$ cat src/rtl/ioq_pkg.sv
package ioq_pkg;

    typedef enum logic [1:0] {
        K_ACC  = 2'd0,
        K_LBAR = 2'd1,
        K_SYNC = 2'd2
    } kind_e;

    typedef enum logic [1:0] {
        S_WAIT   = 2'd0,
        S_ISSUED = 2'd1,
        S_DONE   = 2'd2
    } st_e;

    typedef struct packed {
        kind_e      kind;
        st_e        st;
        logic [1:0] size;
        logic       wr;
        logic       strict;
    } meta_t;

    localparam meta_t META_RST = '{kind: K_ACC, st: S_WAIT, size: 2'd0, wr: 1'b0, strict: 1'b0};

    function automatic kind_e kind_decode(input logic [1:0] k);
        if (k == 2'd0) return K_ACC;
        if (k == 2'd1) return K_LBAR;
        return K_SYNC;
    endfunction

    // naturally aligned ranges overlap when they share the larger granule
    function automatic logic bytes_overlap(input logic [63:0] a, input logic [1:0] sa,
                                           input logic [63:0] b, input logic [1:0] sb);
        logic [1:0] sh;
        sh = (sa > sb) ? sa : sb;
        return (a >> sh) == (b >> sh);
    endfunction

endpackage

$ cat src/rtl/ioq_age.sv
module ioq_age #(
    parameter int N = 8
) (
    input  logic                clk,
    input  logic                rst,
    input  logic [N-1:0]        valid_q,
    input  logic [N-1:0]        alloc,
    input  logic [N-1:0]        kill,
    output logic [N-1:0][N-1:0] older
);
    // older[i][j] = 1 : slot j was accepted before slot i
    always_ff @(posedge clk) begin
        if (rst) begin
            older <= '0;
        end else begin
            for (int i = 0; i < N; i++) begin
                if (alloc[i]) older[i] <= valid_q & ~kill;
                else          older[i] <= older[i] & ~alloc;
            end
        end
    end

    for (genvar i = 0; i < N; i++) begin : g_row
        for (genvar j = i + 1; j < N; j++) begin : g_col
            AST_AGE_ORDER: assert property (@(posedge clk) disable iff (rst)
                !(valid_q[i] && valid_q[j] && older[i][j] && older[j][i]));
        end
    end
endmodule

$ cat src/rtl/ioq_pick.sv
module ioq_pick #(
    parameter int N = 8
) (
    input  logic                clk,
    input  logic                rst,
    input  logic [N-1:0]        req,
    input  logic [N-1:0][N-1:0] older,
    output logic [N-1:0]        gnt
);
    for (genvar i = 0; i < N; i++) begin : g_gnt
        assign gnt[i] = req[i] && ((req & older[i]) == '0);
    end

    AST_PICK_SINGLE: assert property (@(posedge clk) disable iff (rst)
        $onehot0(gnt));
    AST_PICK_LIVE: assert property (@(posedge clk) disable iff (rst)
        (req != '0) |-> (gnt != '0));
endmodule

$ cat src/rtl/ioq_hazard.sv
module ioq_hazard import ioq_pkg::*; #(
    parameter int N  = 8,
    parameter int AW = 32
) (
    input  logic [N-1:0]         valid,
    input  meta_t                meta [N],
    input  logic [N-1:0][AW-1:0] addr,
    input  logic [N-1:0][N-1:0]  older,
    output logic [N-1:0]         issue_req,
    output logic [N-1:0]         retire_req
);
    for (genvar i = 0; i < N; i++) begin : g_slot
        logic blk;
        logic strict_pend;
        logic any_old;

        always_comb begin
            blk         = 1'b0;
            strict_pend = 1'b0;
            any_old     = 1'b0;
            for (int j = 0; j < N; j++) begin
                if (j != i && valid[j] && older[i][j]) begin
                    any_old = 1'b1;
                    case (meta[j].kind)
                        K_SYNC: begin
                            blk         = 1'b1;
                            strict_pend = 1'b1;
                        end
                        K_LBAR: begin
                            if (meta[i].strict) blk = 1'b1;
                        end
                        default: begin
                            if (meta[j].st == S_WAIT &&
                                bytes_overlap(64'(addr[i]), meta[i].size, 64'(addr[j]), meta[j].size))
                                blk = 1'b1;
                            if (meta[j].strict && meta[j].st != S_DONE)
                                strict_pend = 1'b1;
                        end
                    endcase
                end
            end
        end

        assign issue_req[i] = valid[i] && meta[i].kind == K_ACC && meta[i].st == S_WAIT && !blk;

        always_comb begin
            retire_req[i] = 1'b0;
            if (valid[i]) begin
                case (meta[i].kind)
                    K_ACC:   retire_req[i] = (meta[i].st == S_DONE);
                    K_LBAR:  retire_req[i] = !strict_pend;
                    default: retire_req[i] = !any_old;
                endcase
            end
        end
    end
endmodule

$ cat src/rtl/ioq_order_queue.sv
module ioq_order_queue import ioq_pkg::*; #(
    parameter int DEPTH = 8,
    parameter int AW    = 32,
    parameter int DW    = 64,
    parameter int IDW   = 8,
    localparam int TW   = (DEPTH > 1) ? $clog2(DEPTH) : 1
) (
    input  logic           clk,
    input  logic           rst,
    input  logic           in_valid,
    output logic           in_ready,
    input  logic [1:0]     in_kind,
    input  logic [AW-1:0]  in_addr,
    input  logic [DW-1:0]  in_data,
    input  logic [1:0]     in_size,
    input  logic           in_wr,
    input  logic           in_inhib,
    input  logic           in_guard,
    input  logic [IDW-1:0] in_id,
    output logic           mem_req_valid,
    input  logic           mem_req_ready,
    output logic [AW-1:0]  mem_req_addr,
    output logic [DW-1:0]  mem_req_data,
    output logic [1:0]     mem_req_size,
    output logic           mem_req_wr,
    output logic [TW-1:0]  mem_req_tag,
    input  logic           mem_rsp_valid,
    input  logic [TW-1:0]  mem_rsp_tag,
    input  logic [DW-1:0]  mem_rsp_rdata,
    output logic           ack_valid,
    output logic [IDW-1:0] ack_id,
    output logic [1:0]     ack_kind,
    output logic [DW-1:0]  ack_rdata
);
    logic [DEPTH-1:0]             valid_q;
    meta_t                        meta_q  [DEPTH];
    logic [DEPTH-1:0][AW-1:0]     addr_q;
    logic [DW-1:0]                data_q  [DEPTH];
    logic [DW-1:0]                rdata_q [DEPTH];
    logic [IDW-1:0]               id_q    [DEPTH];

    logic [DEPTH-1:0]             alloc_oh, alloc_fire;
    logic [DEPTH-1:0][DEPTH-1:0]  older;
    logic [DEPTH-1:0]             issue_req, retire_req, issue_gnt, ack_gnt;
    logic                         issue_fire;
    logic [TW-1:0]                iss_idx, ack_idx;

    // lowest free slot takes the next operation
    always_comb begin
        alloc_oh = '0;
        for (int i = DEPTH - 1; i >= 0; i--) begin
            if (!valid_q[i]) begin
                alloc_oh    = '0;
                alloc_oh[i] = 1'b1;
            end
        end
    end

    assign in_ready   = !(&valid_q);
    assign alloc_fire = alloc_oh & {DEPTH{in_valid && in_ready}};

    ioq_age #(.N(DEPTH)) u_age (
        .clk(clk), .rst(rst), .valid_q(valid_q), .alloc(alloc_fire),
        .kill(ack_gnt), .older(older)
    );

    ioq_hazard #(.N(DEPTH), .AW(AW)) u_hazard (
        .valid(valid_q), .meta(meta_q), .addr(addr_q), .older(older),
        .issue_req(issue_req), .retire_req(retire_req)
    );

    ioq_pick #(.N(DEPTH)) u_pick_issue (
        .clk(clk), .rst(rst), .req(issue_req), .older(older), .gnt(issue_gnt)
    );

    ioq_pick #(.N(DEPTH)) u_pick_ack (
        .clk(clk), .rst(rst), .req(retire_req), .older(older), .gnt(ack_gnt)
    );

    // memory request mux
    always_comb begin
        mem_req_addr = '0;
        mem_req_data = '0;
        mem_req_size = '0;
        mem_req_wr   = 1'b0;
        iss_idx      = '0;
        for (int i = 0; i < DEPTH; i++) begin
            if (issue_gnt[i]) begin
                mem_req_addr = addr_q[i];
                mem_req_data = data_q[i];
                mem_req_size = meta_q[i].size;
                mem_req_wr   = meta_q[i].wr;
                iss_idx      = TW'(i);
            end
        end
    end

    assign mem_req_valid = |issue_gnt;
    assign mem_req_tag   = iss_idx;
    assign issue_fire    = mem_req_valid && mem_req_ready;

    // completion mux
    always_comb begin
        ack_id    = '0;
        ack_kind  = 2'd0;
        ack_rdata = '0;
        ack_idx   = '0;
        for (int i = 0; i < DEPTH; i++) begin
            if (ack_gnt[i]) begin
                ack_id    = id_q[i];
                ack_kind  = meta_q[i].kind;
                ack_rdata = rdata_q[i];
                ack_idx   = TW'(i);
            end
        end
    end

    assign ack_valid = |ack_gnt;

    always_ff @(posedge clk) begin
        if (rst) begin
            valid_q <= '0;
            for (int i = 0; i < DEPTH; i++) meta_q[i] <= META_RST;
        end else begin
            for (int i = 0; i < DEPTH; i++) begin
                if (alloc_fire[i]) begin
                    valid_q[i] <= 1'b1;
                    meta_q[i]  <= '{kind: kind_decode(in_kind), st: S_WAIT, size: in_size,
                                    wr: in_wr, strict: in_inhib | in_guard};
                    addr_q[i]  <= in_addr;
                    data_q[i]  <= in_data;
                    id_q[i]    <= in_id;
                    rdata_q[i] <= '0;
                end else begin
                    if (ack_gnt[i]) valid_q[i] <= 1'b0;
                    if (issue_fire && issue_gnt[i]) meta_q[i].st <= S_ISSUED;
                    if (mem_rsp_valid && mem_rsp_tag == TW'(i)) begin
                        meta_q[i].st <= S_DONE;
                        rdata_q[i]   <= mem_rsp_rdata;
                    end
                end
            end
        end
    end

    // ---------------- assertions ----------------
    logic [DEPTH-1:0] iss_older, ack_older;
    logic             iss_sync_old, iss_lbar_old, ack_strict_pend;

    assign iss_older = older[iss_idx] & valid_q;
    assign ack_older = older[ack_idx] & valid_q;

    always_comb begin
        iss_sync_old    = 1'b0;
        iss_lbar_old    = 1'b0;
        ack_strict_pend = 1'b0;
        for (int j = 0; j < DEPTH; j++) begin
            if (iss_older[j] && meta_q[j].kind == K_SYNC) iss_sync_old = 1'b1;
            if (iss_older[j] && meta_q[j].kind == K_LBAR) iss_lbar_old = 1'b1;
            if (ack_older[j] && meta_q[j].kind == K_ACC && meta_q[j].strict && meta_q[j].st != S_DONE)
                ack_strict_pend = 1'b1;
        end
    end

    AST_NO_OVERFLOW: assert property (@(posedge clk) disable iff (rst)
        (in_valid && !in_ready) |=> (valid_q == $past(valid_q & ~ack_gnt)));
    AST_RSP_MATCH: assert property (@(posedge clk) disable iff (rst)
        mem_rsp_valid |-> (valid_q[mem_rsp_tag] && meta_q[mem_rsp_tag].st == S_ISSUED));
    AST_STRICT_BEHIND_LBAR: assert property (@(posedge clk) disable iff (rst)
        (issue_fire && meta_q[iss_idx].strict) |-> !iss_lbar_old);
    AST_SYNC_BLOCKS: assert property (@(posedge clk) disable iff (rst)
        issue_fire |-> !iss_sync_old);
    AST_SYNC_ACK_OLDEST: assert property (@(posedge clk) disable iff (rst)
        (ack_valid && ack_kind == 2'd2) |-> ($countones(ack_older) == 0));
    AST_LBAR_RETIRE: assert property (@(posedge clk) disable iff (rst)
        (ack_valid && ack_kind == 2'd1) |-> !ack_strict_pend);
    AST_ACK_FREES: assert property (@(posedge clk) disable iff (rst)
        ack_valid |=> !valid_q[$past(ack_idx)] || $past(alloc_fire[ack_idx]));
endmodule

$ cat config.mk
export PLATFORM = sky130hd
export DESIGN_NAME = ioq_order_queue
export DESIGN_NICKNAME = d
export VERILOG_FILES = /design/src/rtl/ioq_pkg.sv /design/src/rtl/ioq_age.sv /design/src/rtl/ioq_pick.sv /design/src/rtl/ioq_hazard.sv /design/src/rtl/ioq_order_queue.sv
export SDC_FILE = /design/constraint.sdc
export NUM_CORES = 2
export LEC_CHECK = 0
export BUFFER_PORTS_ARGS = -buffer_cell sky130_fd_sc_hd__buf_2
export CORE_ASPECT_RATIO = 1.5
export CORE_MARGIN = 2
export CORE_UTILIZATION = 56
export CTS_CLUSTER_DIAMETER = 40
export DETAILED_ROUTE_END_ITERATION = 6
export PLACE_DENSITY = 0.73
export SYNTH_ARGS = -nofsm -noshare
export SYNTH_HDL_FRONTEND = slang
export SYNTH_SLANG_ARGS = --single-unit
export TNS_END_PERCENT = 10
$ cat constraint.sdc
create_clock -name clk -period 7.9 [get_ports clk]
set_input_delay 1.185 -clock clk [delete_from_list [all_inputs] [get_ports clk]]
set_output_delay 1.185 -clock clk [all_outputs]
set_load 0.02 [all_outputs]
==> metrics.md, run 1 <==
| Metric | Value |
|---|---|
| Status | aborted with a tool error |
| Exit stage | global routing (5_1_grt) |
| Error | [ERROR GRT-0232] Routing congestion too high. Check the congestion heatmap in the GUI. |
| Post-synth top area cell | edfxtp_1 |
| Clk root buf | clkbuf_16 |
| Initial Util | 56.3% |
| #FFs+latches synth | 1,480 |
| CTS sink count | 1,480 |
| Global route overflow | 3 |
| Net count after synthesis | 7,052 |
| Most frequent cell after synthesis | edfxtp_1 |
| Row count | roughly 170 |
| Mapped Area | 76,900 sq um |
| Async set-reset flop share out of synthesis | 0% |
| Share of the synthesized area in the top cell type | between 50% and 60% |
| Ys Warns | 0 |
| Number of distinct library cells after synthesis | 91 |
| Max Buffers Root-to-Sink | 3 |
| Post-synth top cells | edfxtp_1, clkbuf_1, xnor2_1 |
| Dpl hpwl | 254 mm |
| Synth top area cells | edfxtp_1, xnor2_1, xor2_1 |
| Num CTS Buffers | 152 |
| Boundary Pins | 362 |
| Post-Synthesis Cells | between 6,000 and 7,000 |
| Area of placed instances | 82,100 sq um |
| Port Buffer Count | 361 |
| EDFF count, synth | 1,344 |
| Pre-CTS setup slack | 0.580 ns |
| Dominant synthesized flop cell | edfxtp_1 |
| Horiz. Die Dim | 307 um |
| H-tree levels | 4 |
| GR Util All Layers | 58.3% |
| Sequential-to-total area share from yosys stat | 56.0% |
| Syn Area/Cell | about 11 sq um |
| Post-GRT worst EP | mem_req_addr[3] |
| Largest net degree at the start of global routing | about 110 |
| WEP type | output port |
| GP Congestion | 1.24 |
| Die extent in y | roughly 460 um |
## metal layers
| layer | track usage [%] | GRT overflow |
|---|---|---|
| met4 | 53.7 | 1 |
| met3 | 34.1 | 0 |
| met2 | 81.3 | 2 |
| met1 | 60.5 | 0 |
| met5 | 7.71 | 0 |
## kinds of logic after synthesis
| kind of cell | Yosys count | synth area share [%] |
|---|---|---|
| DFF | 1480 | 56.0 |
| AOI/OAI and AO/OA | 1493 | 13.7 |
| adders and majority gates | 108 | 1.76 |
| muxes | 42 | 0.548 |
| xor gates and xnor gates | 896 | 10.2 |
| and+or+nand+nor | 1992 | 13.9 |
| buffers and inverters | 750 | 3.93 |
## per-stage QoR
step	cells	hold slack, ns
floorplan	6761	0.432
global placement	8616	0.445
detailed placement	8616	0.448
CTS	8902	0.457
## repair_timing
item | 4_1_cts
hold buffers | 0
setup endpoints to repair | 86
gates resized for setup | 8
gates cloned | 0
buffers inserted | 13
pin swaps | 1
==> run 2: changes to the inputs <==
--- a/config.mk
+++ b/config.mk
@@ -6,12 +6,10 @@
 export NUM_CORES = 2
 export LEC_CHECK = 0
 export BUFFER_PORTS_ARGS = -buffer_cell sky130_fd_sc_hd__buf_2
-export CORE_ASPECT_RATIO = 1.5
 export CORE_MARGIN = 2
-export CORE_UTILIZATION = 56
-export CTS_CLUSTER_DIAMETER = 40
+export CORE_UTILIZATION = 40
 export DETAILED_ROUTE_END_ITERATION = 6
-export PLACE_DENSITY = 0.73
+export PLACE_DENSITY_LB_ADDON = 0.15
 export SYNTH_ARGS = -nofsm -noshare
 export SYNTH_HDL_FRONTEND = slang
 export SYNTH_SLANG_ARGS = --single-unit
==> constraint.sdc (replaced) <==
create_clock -name clk -period 10.27 [get_ports clk]
set_input_delay 1.5405 -clock clk [delete_from_list [all_inputs] [get_ports clk]]
set_output_delay 1.5405 -clock clk [all_outputs]
set_load 0.02 [all_outputs]
==> run 2 against run 1 <==
Effect of this change: the flow now finishes, with violations (design-rule violations, max-capacitance violations); area after synthesis unchanged; synthesized cell count unchanged.
==> metrics.md, run 2 <==
| Metric | Value |
|---|---|
| Setup repair bufs after CTS | 0 (-13) |
| Finish-stage setup viols | 0 |
| Most frequent cell after synthesis | edfxtp_1 |
| Multi-input logic area | 31,300 sq um |
| Port Buffer Count | 361 (unchanged) |
| Crit end category | output port |
| Period utilization | between 90% and 100% |
| Peak supply drop | 0.163 mV |
| Clk root buf | clkbuf_16 |
| Routed vias/inst | 6.57 |
| Lkg Pwr | 29.6 nW |
| Critical R2R Launch | meta_q[62] |
| Pwr Density | 154 nW/um^2 |
| Dpl hpwl | 256 mm (+0.91%) |
| Net count after synthesis | 7,052 (unchanged) |
| Status | finished, violations left |
| Post-CTS Resized | 0 (-8) |
| Slew @ Worst Pin | 1.49 ns |
| DRC viols | 3 |
| CTS clock-pin slew for the worst setup and hold paths | 0.06 ns |
| GR Util All Layers | 38.0% |
| Storage element area | around 43,000 sq um |
| Max_cap viols | 1 |
| Synth top area cells | edfxtp_1, xnor2_1, xor2_1 |
| Num CTS Buffers | 162 (+6.6%) |
| Post-Synthesis Cells | 6,761 (unchanged) |
| Global route overflow | 0 |
| Die extent in y | 442 um (-3.4%) |
| #FFs+latches synth | 1,480 (unchanged) |
| Max frequency | 98.1 MHz |
| Worst path required time | 8.73 ns |
| Post-Layout Cell Count | 9,521 |
| Failing checks | design-rule violations, max-capacitance violations |
| WP data arrival | 8.65 ns |
| Placed cell count | 9,194 (+6.7%) |
| CTS sink count | 1,480 (unchanged) |
| Max Buffers Root-to-Sink | 3 (unchanged) |
| RSZ-0062 raised after global routing | no |
| Initial antenna violation count | 68 |
| Dominant synthesized flop cell | edfxtp_1 |
| Routed WL | 383 mm |
| Layout area overhead | 13.1% |
| Most frequent cells in the layout | edfxtp_1, xnor2_1, xor2_1 |
| Final setup skew | 0.0676 ns |
| GP Congestion | 1.09 (-12%) |
| Max transition margin | 0.0214% |
| Biggest regs | data_q (512), rdata_q (512), addr_q (256) |
| Boundary Pins | 362 (unchanged) |
| Slew Limit Fails | 0 |
| Async set-reset flop share out of synthesis | 0% (unchanged) |
| Pre-Repair DR Iteration Count | 7 |
| Startpoint Class | register |
| EDFF count, synth | 1,344 (unchanged) |
| Ys Warns | 0 (unchanged) |
| Crit-path max FO | 28 |
| Global-route wire length before repair | 517 mm |
| Hold-fix buffers, CTS | 0 (unchanged) |
| Setup TNS | 0 ns |
| Sequential-to-total area share from yosys stat | 56.0% (unchanged) |
| Worst Hold Launch | meta_q[59] |
| Vias | 62,500 |
| Fillers | 17,600 |
| Util after Layout | 45.6% |
| Commonest non-fill, non-tap cell in the layout | edfxtp_1 |
| Number of distinct library cells after synthesis | 91 (unchanged) |
| Initial Util | 40.3% (-16 points) |
| Largest net degree at the start of global routing | 106 |
| R2r setup slk | 3.51 ns |
| Avg WL per Cell | 40.2 um |
| Final hold violations | 0 |
| CTS tree | done |
| Row count | 160 (-3.6%) |
| Horiz. Die Dim | 442 um (+44%) |
| Share of post-route cells with drive strength above 1 | 13.3% |
| Crit path kind | reg -> out |
| Vias in the first global route | 58,700 |
| Core Box Area | 191,000 sq um |
| Share of the synthesized area in the top cell type | 52.5% (unchanged) |
| H-tree levels | 4 (unchanged) |
| Clk_lat worst skew | ~0.85 ns |
| Die area | approximately 200,000 sq um |
| DR iter-0 viols | 8,909 |
| Post-synth top area cell | edfxtp_1 |
| Mapped Area | 76,900 sq um (unchanged) |
| Final min period | 10.19 ns |
| Syn Area/Cell | 11.4 sq um (unchanged) |
| Tightest Hold Check Type | reg -> reg |
| Nets | 7,140 |
| Post-synth top cells | edfxtp_1, clkbuf_1, xnor2_1 |
| CP Launch Point | meta_q[62] |
| DRT antenna net count | 0 |
-- run 2: cell counts after synthesis --
Identical to the previous run, type by type.
-- run 2: worst paths after layout --
| check | depth (start not counted) | end |
|---|---|---|
| min reg2reg | 2 | meta_q[59] |
| max | 16 | mem_req_size[1] |
| min | 2 | meta_q[59] |
| max reg2reg | 15 | meta_q[36] |
-- run 2: layout make-up --
class	count	share of cell area, %
multi-input cells	4531	36.0
flip-flops and latches	1480	49.6
clock buffers	214	4.99
repair buffers	588	4.30
diodes	20	0.0576
clock inverters	91	1.15
inverters	86	0.371
well taps	2511	3.61
-- run 2: per-stage QoR --
step	power [mW]	setup slack [ns]	hold WS, ns	cell area (sq um)
after floorplan	7.21	1.74	0.432	76900
after global placement	7.65	1.40	0.446	81500
after detailed placement	7.66	1.19	0.452	81500
after CTS	13.5	0.317	0.458	86900
after global routing	13.7	0.00511	0.493	86900
final	13.4	0.0768	0.454	86900
-- run 2: worst max-delay path, cell delays in order (launching register included) --
cell,delay (ns)
dfxtp_1,0.39
inv_1,0.09
ha_1,0.77
nor2b_1,0.76
a21oi_1,0.19
a2111oi_0,0.40
o21ai_0,0.35
nor4_1,0.97
and4_1,0.47
a22o_1,0.16
a221o_1,0.41
buf_4,0.54
or2_1,0.53
nand2_4,0.37
a211o_1,0.38
a31oi_1,0.69
buf_2,0.31
-- run 2: kinds of logic (layout without fill, tap and decap cells) --
logic type	Yosys count	count (layout)	share of synthesized area (%)
and+or+nand+nor	1992	1992	13.9
AOI/OAI and AO/OA	1493	1493	13.7
DFF	1480	1480	56.0
xor gates and xnor gates	896	896	10.2
buffers and inverters	750	979	3.93
adders and majority gates	108	108	1.76
muxes	42	42	0.548
other	0	20	0
-- run 2: per-layer routing --
| layer | up-vias | routed length [um] | track usage, % |
|---|---|---|---|
| met5 | - | 239 | 0.293 |
| met4 | 32 | 22400 | 18.5 |
| met3 | 952 | 41400 | 9.65 |
| met2 | 4206 | 163000 | 55.5 |
| met1 | 31800 | 156000 | 52.3 |
| li1 | 25600 | - | - |
-- run 2: power by group --
group	switching (mW)	internal, mW	total (mW)	leakage, nW
sequential	0.0700	6.62	6.69	13.4
combinational	0.611	0.250	0.861	13.7
clock	2.61	3.26	5.87	2.58
total	3.29	10.1	13.4	29.6
(Power assumes the default switching activity.)
